[src/rtl/alt_guard_pkg.sv]
package alt_guard_pkg;

    localparam int ADDR_W = 12;
    localparam int DATA_W = 32;

    localparam logic [ADDR_W-1:0] OFS_ALT    = 12'h420;
    localparam logic [ADDR_W-1:0] OFS_LOCK   = 12'h520;
    localparam logic [ADDR_W-1:0] OFS_COMMIT = 12'h524;

    localparam logic [DATA_W-1:0] UNLOCK_KEY = 32'h4C4F_434B;

    typedef enum logic [1:0] {
        SEL_NONE,
        SEL_LOCK,
        SEL_COMMIT,
        SEL_ALT
    } reg_sel_e;

    typedef struct packed {
        logic lock;
        logic commit;
        logic alt;
    } wr_strobe_t;

    function automatic reg_sel_e decode_addr(input logic [ADDR_W-1:0] a);
        if (a == OFS_LOCK)        return SEL_LOCK;
        else if (a == OFS_COMMIT) return SEL_COMMIT;
        else if (a == OFS_ALT)    return SEL_ALT;
        else                      return SEL_NONE;
    endfunction

    function automatic logic is_key(input logic [DATA_W-1:0] d);
        return d == UNLOCK_KEY;
    endfunction

endpackage

[src/rtl/agd_decode.sv]
module agd_decode
    import alt_guard_pkg::*;
(
    input  logic              wr,
    input  logic [ADDR_W-1:0] addr,
    output reg_sel_e          sel,
    output wr_strobe_t        strobe
);
    always_comb begin
        sel           = decode_addr(addr);
        strobe.lock   = wr && (sel == SEL_LOCK);
        strobe.commit = wr && (sel == SEL_COMMIT);
        strobe.alt    = wr && (sel == SEL_ALT);
    end
endmodule

[src/rtl/agd_key_lock.sv]
module agd_key_lock
    import alt_guard_pkg::*;
(
    input  logic              clk,
    input  logic              rst,
    input  logic              wr_lock,
    input  logic              wr_commit,
    input  logic [DATA_W-1:0] wdata,
    output logic              locked
);
    always_ff @(posedge clk) begin
        if (rst)
            locked <= 1'b1;
        else if (wr_lock)
            locked <= !is_key(wdata);
        else if (wr_commit)
            locked <= 1'b1;
    end
endmodule

[src/rtl/agd_commit_mask.sv]
module agd_commit_mask #(
    parameter int NUM_LINES = 8
) (
    input  logic                 clk,
    input  logic                 rst,
    input  logic                 wr_commit,
    input  logic                 locked,
    input  logic [NUM_LINES-1:0] wdata,
    output logic [NUM_LINES-1:0] mask
);
    always_ff @(posedge clk) begin
        if (rst)
            mask <= '1;
        else if (wr_commit && !locked)
            mask <= wdata;
    end
endmodule

[src/rtl/agd_alt_select.sv]
module agd_alt_select #(
    parameter int NUM_LINES = 8
) (
    input  logic                 clk,
    input  logic                 rst,
    input  logic                 wr_alt,
    input  logic [NUM_LINES-1:0] mask,
    input  logic [NUM_LINES-1:0] wdata,
    output logic [NUM_LINES-1:0] alt_q
);
    for (genvar i = 0; i < NUM_LINES; i++) begin : g_line
        always_ff @(posedge clk) begin
            if (rst)
                alt_q[i] <= 1'b0;
            else if (wr_alt && mask[i])
                alt_q[i] <= wdata[i];
        end
    end
endmodule

[src/rtl/alt_select_guard.sv]
module alt_select_guard
    import alt_guard_pkg::*;
#(
    parameter int NUM_LINES = 8
) (
    input  logic                 clk,
    input  logic                 rst,
    input  logic                 bus_wr,
    input  logic [ADDR_W-1:0]    bus_addr,
    input  logic [DATA_W-1:0]    bus_wdata,
    output logic [DATA_W-1:0]    bus_rdata,
    output logic [NUM_LINES-1:0] alt_sel
);
    reg_sel_e             sel;
    wr_strobe_t           strobe;
    logic                 locked;
    logic [NUM_LINES-1:0] mask;
    logic [NUM_LINES-1:0] alt_q;

    agd_decode u_decode (
        .wr     (bus_wr),
        .addr   (bus_addr),
        .sel    (sel),
        .strobe (strobe)
    );

    agd_key_lock u_lock (
        .clk       (clk),
        .rst       (rst),
        .wr_lock   (strobe.lock),
        .wr_commit (strobe.commit),
        .wdata     (bus_wdata),
        .locked    (locked)
    );

    agd_commit_mask #(.NUM_LINES(NUM_LINES)) u_mask (
        .clk       (clk),
        .rst       (rst),
        .wr_commit (strobe.commit),
        .locked    (locked),
        .wdata     (bus_wdata[NUM_LINES-1:0]),
        .mask      (mask)
    );

    agd_alt_select #(.NUM_LINES(NUM_LINES)) u_alt (
        .clk    (clk),
        .rst    (rst),
        .wr_alt (strobe.alt),
        .mask   (mask),
        .wdata  (bus_wdata[NUM_LINES-1:0]),
        .alt_q  (alt_q)
    );

    always_comb begin
        bus_rdata = '0;
        unique case (sel)
            SEL_LOCK:   bus_rdata[0]           = locked;
            SEL_COMMIT: bus_rdata[NUM_LINES-1:0] = mask;
            SEL_ALT:    bus_rdata[NUM_LINES-1:0] = alt_q;
            default:    bus_rdata = '0;
        endcase
    end

    assign alt_sel = alt_q;
endmodule

[config.mk]
export PLATFORM = sky130hd
export DESIGN_NAME = alt_select_guard
export DESIGN_NICKNAME = d
export VERILOG_FILES = /design/src/rtl/alt_guard_pkg.sv /design/src/rtl/agd_decode.sv /design/src/rtl/agd_key_lock.sv /design/src/rtl/agd_commit_mask.sv /design/src/rtl/agd_alt_select.sv /design/src/rtl/alt_select_guard.sv
export SDC_FILE = /design/constraint.sdc
export NUM_CORES = 1
export LEC_CHECK = 0
export CORE_MARGIN = 10
export CORE_UTILIZATION = 36
export CTS_CLUSTER_DIAMETER = 50
export CTS_CLUSTER_SIZE = 12
export DETAILED_ROUTE_END_ITERATION = 10
export HOLD_SLACK_MARGIN = 0.1
export PLACE_DENSITY = 0.86
export SETUP_SLACK_MARGIN = 0.2
export SYNTH_ARGS = -nofsm -noshare
export SYNTH_HDL_FRONTEND = slang
export SYNTH_SLANG_ARGS = --single-unit
[constraint.sdc]
create_clock -name clk -period 5.1 [get_ports clk]
set_clock_uncertainty 0.05 [all_clocks]
set_input_delay 1.275 -clock clk [delete_from_list [all_inputs] [get_ports clk]]
set_output_delay 1.275 -clock clk [all_outputs]
set_load 0.01 [all_outputs]
# Word-level counts from Yosys, hierarchy flattened
# Cells that the tools add are included.
# op_classes
addsub	0
mul	0
n_div	0
magnitude_cmp	0
eq_ne	7
shifts	0
mux	7
bitwise_logic	0
n_reduce_logical	15
# op_table
cell	count
$eq 12x11->1 const B	3
$eq 32x31->1 const B	1
$pmux 7 s2	1
$logic_and 1x1->1	12
$mux 2	3
$eq 2x2->1 const B	2
$pmux 1 s3	1
$eq 2x1->1 const B	1
$logic_not 1->1	2
$mux 1	2
$reduce_bool 2->1	1
# totals
regBits	17
latch_bits	0
ram_bits	0
romBits	0
elab_cells	39
memories	0

# Logic depth before layout (Yosys ltp)
# depth
ltp_word	8
mapped_depth	5
ltp_nobuf	4

# Modules after synthesis
# From an unflattened synthesis, not the netlist that was laid out.
# hier_totals
cells_unflattened	140
hier_area_um2	1267.5
# by_module_without_submodules
mod	n_inst	cells_per_inst	area_each_um2
agd_commit_mask	1	36	356.6
agd_alt_select	1	35	346.6
alt_select_guard	1	43	332.8
agd_key_lock	1	14	136.4
agd_decode	1	12	95.1

# Least setup slack after synthesis
# Ideal clock, no wire load.
# synth_timing
kind	input port to output port
from	in bus_addr[11]
to	out bus_rdata[0]
arrival_ns	2.194
required_time_ns	3.775
path_slack_ns	1.581
stages	3
path_cell_list	nor4b_1 > nand3_1 > nor2_1
# synth_via
elab_chain_len	6
elab_cells_between_ends	10
cone_classes	eq/ne (6); mux (4)
# synth_rtl
item	line	source
from (decl)	alt_select_guard.sv:9	input logic [ADDR_W-1:0] bus_addr,
$eq 12x11->1	alt_guard_pkg.sv:28	else if (a == OFS_ALT) return SEL_ALT;
$mux 2	alt_guard_pkg.sv:28	
$mux 2	alt_guard_pkg.sv:27	else if (a == OFS_COMMIT) return SEL_COMMIT;
$mux 2 (*)	alt_guard_pkg.sv:26	if (a == OFS_LOCK) return SEL_LOCK;
$eq 2x2->1 / $eq 2x1->1 (equally long branches)	alt_select_guard.sv:56	unique case (sel)
$pmux 1 s3 (*)	alt_select_guard.sv:56	
to (decl)	alt_select_guard.sv:11	output logic [DATA_W-1:0] bus_rdata,
# Mark *: on every way between the ends. The rest lies on a longest branch, timed or not.

# Worst setup path in the final report
# layout_timing
from	in bus_addr[11]
to	out bus_rdata[3]
# layout_via
elab_chain_len	6
elab_cells_between_ends	9
cone_classes	eq/ne (5); mux (4)
# layout_rtl
item	line
$eq 12x11->1	alt_guard_pkg.sv:28
$mux 2	alt_guard_pkg.sv:28
$mux 2	alt_guard_pkg.sv:27
$mux 2 (*)	alt_guard_pkg.sv:26
$eq 2x2->1	alt_select_guard.sv:56
$pmux 7 s2 (*)	alt_select_guard.sv:56
# Marks and branches as above.

==> out/metrics.cfg <==
[run_status]
outcome=complete, no violations

[logic_synthesis]
yosys_warnings=0
synthArstFlopShare_pct=0
syn_inst=151
synth_area_leaders=dfxtp_1 30%, buf_4 16%, a21oi_1 6.5%
yosysSeqAreaShare_pct=29.5
avgSynthCellArea_um2=7.64
yosysTopAreaCell=dfxtp_1
syn_area_mm2=0.00115
synth_most_common_cell=buf_4
synth-edff-count=0
yosys-top-cells-count=24 x buf_4, 19 x nor2_1, 17 x dfxtp_1
synth-seq-cells=17
ys.flop_type=dfxtp_1
synth_top_area_share_pct=29.5
synth_cell_types=29

[detailed_routing]
vias_per_cell=4.80
num_vias=1218
ant_nets=0
drt-total-wl_um=3680
first_pass_iters=4
wl_per_cell_um=14.5
drcViolationCount=0
first_iter_violations=31

[clocking]
cts_made_buffers=3
clock_path_buffers=2
htreeDepth=1
cts_setup_buffers=0
cts-root-buf=clkbuf_4
cts_tree=done
clk_latency_ns=0.29
clk_pin_slew_worst_paths_ns=0.09
clock-sinks=17

[floorplan]
die_y_um=76.6
die_x_um=76.6
start_util_pct=37.8
ioPinCount=87
die-area_mm2=0.00587
fp-row-count=20
core_area_mm2=0.00305

[critical_path]
path_class=primary input to primary output
r2r_slack_ns=3.54
worstSetupStartpointType=primary input
cp_num_cells=5
cp_cell_sequence=clkdlybuf4s50_1 -> nor4b_1 -> nand3_2 -> nor2_1 -> clkdlybuf4s50_1
reg2reg_depth=4
path_buf_inv=2
cp.arrival_ns=3.33
critPathMaxFanout=9
endpoint_kind=primary output
cp_slowest_cell=clkdlybuf4s50_1
cp.required_ns=3.77
max_stage_delay_ns=0.56
cp_common_cell=clkdlybuf4s50_1
cp_top_family=simple AND/OR/NAND/NOR gates

[final_layout]
stdcell_area_mm2=0.00174
drive_gt1_share_pct=4.76
fin_util_pct=56.8
nets=258
final-seq-area_um2=340
multiInputGateArea_um2=663
syn2layout_area_growth_pct=50.4
diodes=0
n_fill_cell=289

[sta]
period_needed_ns=4.66
fmax_ghz=0.215
rsz0062_at_grt=false
setup_viol=0
maxSlewHeadroom_pct=41.7
timing.hold.ws_ns=0.445
worst_slew_pin_slew_ns=0.867
hold_viol=0
slew_violations=0
tns_ns=0
finalCritPeriodShare_pct=91.3

[placed_design]
post_dp_cell_area_mm2=0.00170
io_buffer_count=62
hpwlAfterDp_um=3130
place_congestion=0.746

[min_path]
hold_path.class=flip-flop to flip-flop
min_delay_path_depth=2

[global_routing]
use_met3_pct=5.19
grt_util_met2_pct=20.2
grt.busiest_layer=met2
grtUsageMet1_pct=12.7
globalRouteOverflowTotal=0
grt_pass1_vias=1161
antenna_found_initial=0
grt_max_degree=26
grtUsageTotal_pct=11.6
grt_pass1_wl_um=5690

[power]
powerDensity_mw_per_mm2=153
p_leak_nw=0.671
max-vdd-ir-drop_mv=0.182

[run]
max_cap_viol_count=0

what timing repair did:
action,CTS,global route
gates resized for setup,0,1
setup endpoints to repair,0,2
hold buffers,0,0
power breakdown:
group | internal (mW) | switching (mW) | total [mW] | leakage [nW]
combinational | 0.0363 | 0.0261 | 0.0624 | 0.519
sequential | 0.133 | 0.00000447 | 0.133 | 0.137
clock | 0.0304 | 0.0394 | 0.0698 | 0.0150
total | 0.199 | 0.0655 | 0.265 | 0.671
layout by cell type (no fill, tap or decap), types with 2 or more instances in the layout:
cell	instances
inv_1	8
nand4_1	2
nor2_1	19
nand4b_1	5
a21oi_2	2
clkbuf_4	3
dfxtp_1	17
or4_1	2
a22oi_1	8
clkdlybuf4s50_1	62
nand3_1	8
nor4b_1	3
nor3_1	10
nor4_1	2
conb_1	24
a21oi_1	15
o21ai_0	8
area by class of cell:
class                   count  area share [%]
multi-input cells         119            38.2
repair buffers             62            35.8
flip-flops and latches     17            19.6
well taps                  44            3.17
inverters                   8            1.73
clock buffers               4            1.51
through the flow:
stage	power, mW	setup slack, ns	std cells
final	0.265	0.442	254
after global routing	0.282	0.246	254
after CTS	0.267	0.372	254
after detailed placement	0.197	0.398	250
after global placement	0.196	0.452	250
after floorplan	0.170	1.58	174
sequential cells by signal, indices dropped and copies added, names as in the netlist:
name and cells:
u_mask.mask 8, u_lock.locked 1, u_alt.alt_q 8
routing by layer:
metal  routed length, µm  part of all wire (%)
met1                1520                    41
met2                1840                    50
met3                 279                   7.6
met4                  42                   1.1
met5                   0                     0
path summary, 6_finish.rpt:
| path | start | endpoint |
|---|---|---|
| setup reg to reg | u_lock.locked | u_mask.mask[5] |
| hold reg to reg | u_alt.alt_q[6] | u_alt.alt_q[6] |
| setup / recovery | bus_addr[11] | bus_rdata[3] |
| hold / removal | u_alt.alt_q[6] | u_alt.alt_q[6] |
tightest hold or removal path, stage by stage (launching register included):
cell and delay (ns):
dfxtp_1 0.33, o21ai_0 0.07, a21oi_1 0.06
kinds of logic (layout without fill, tap and decap cells):
family	Yosys count	in the layout	share of synthesized area (%)
buffers and inverters	38	74	20.9
other	1	24	0.325
DFF	17	17	29.5
AOI/OAI and AO/OA	33	33	16.7
and+or+nand+nor	61	61	31.6
muxes	1	1	0.976
(Power assumes the default switching activity.)
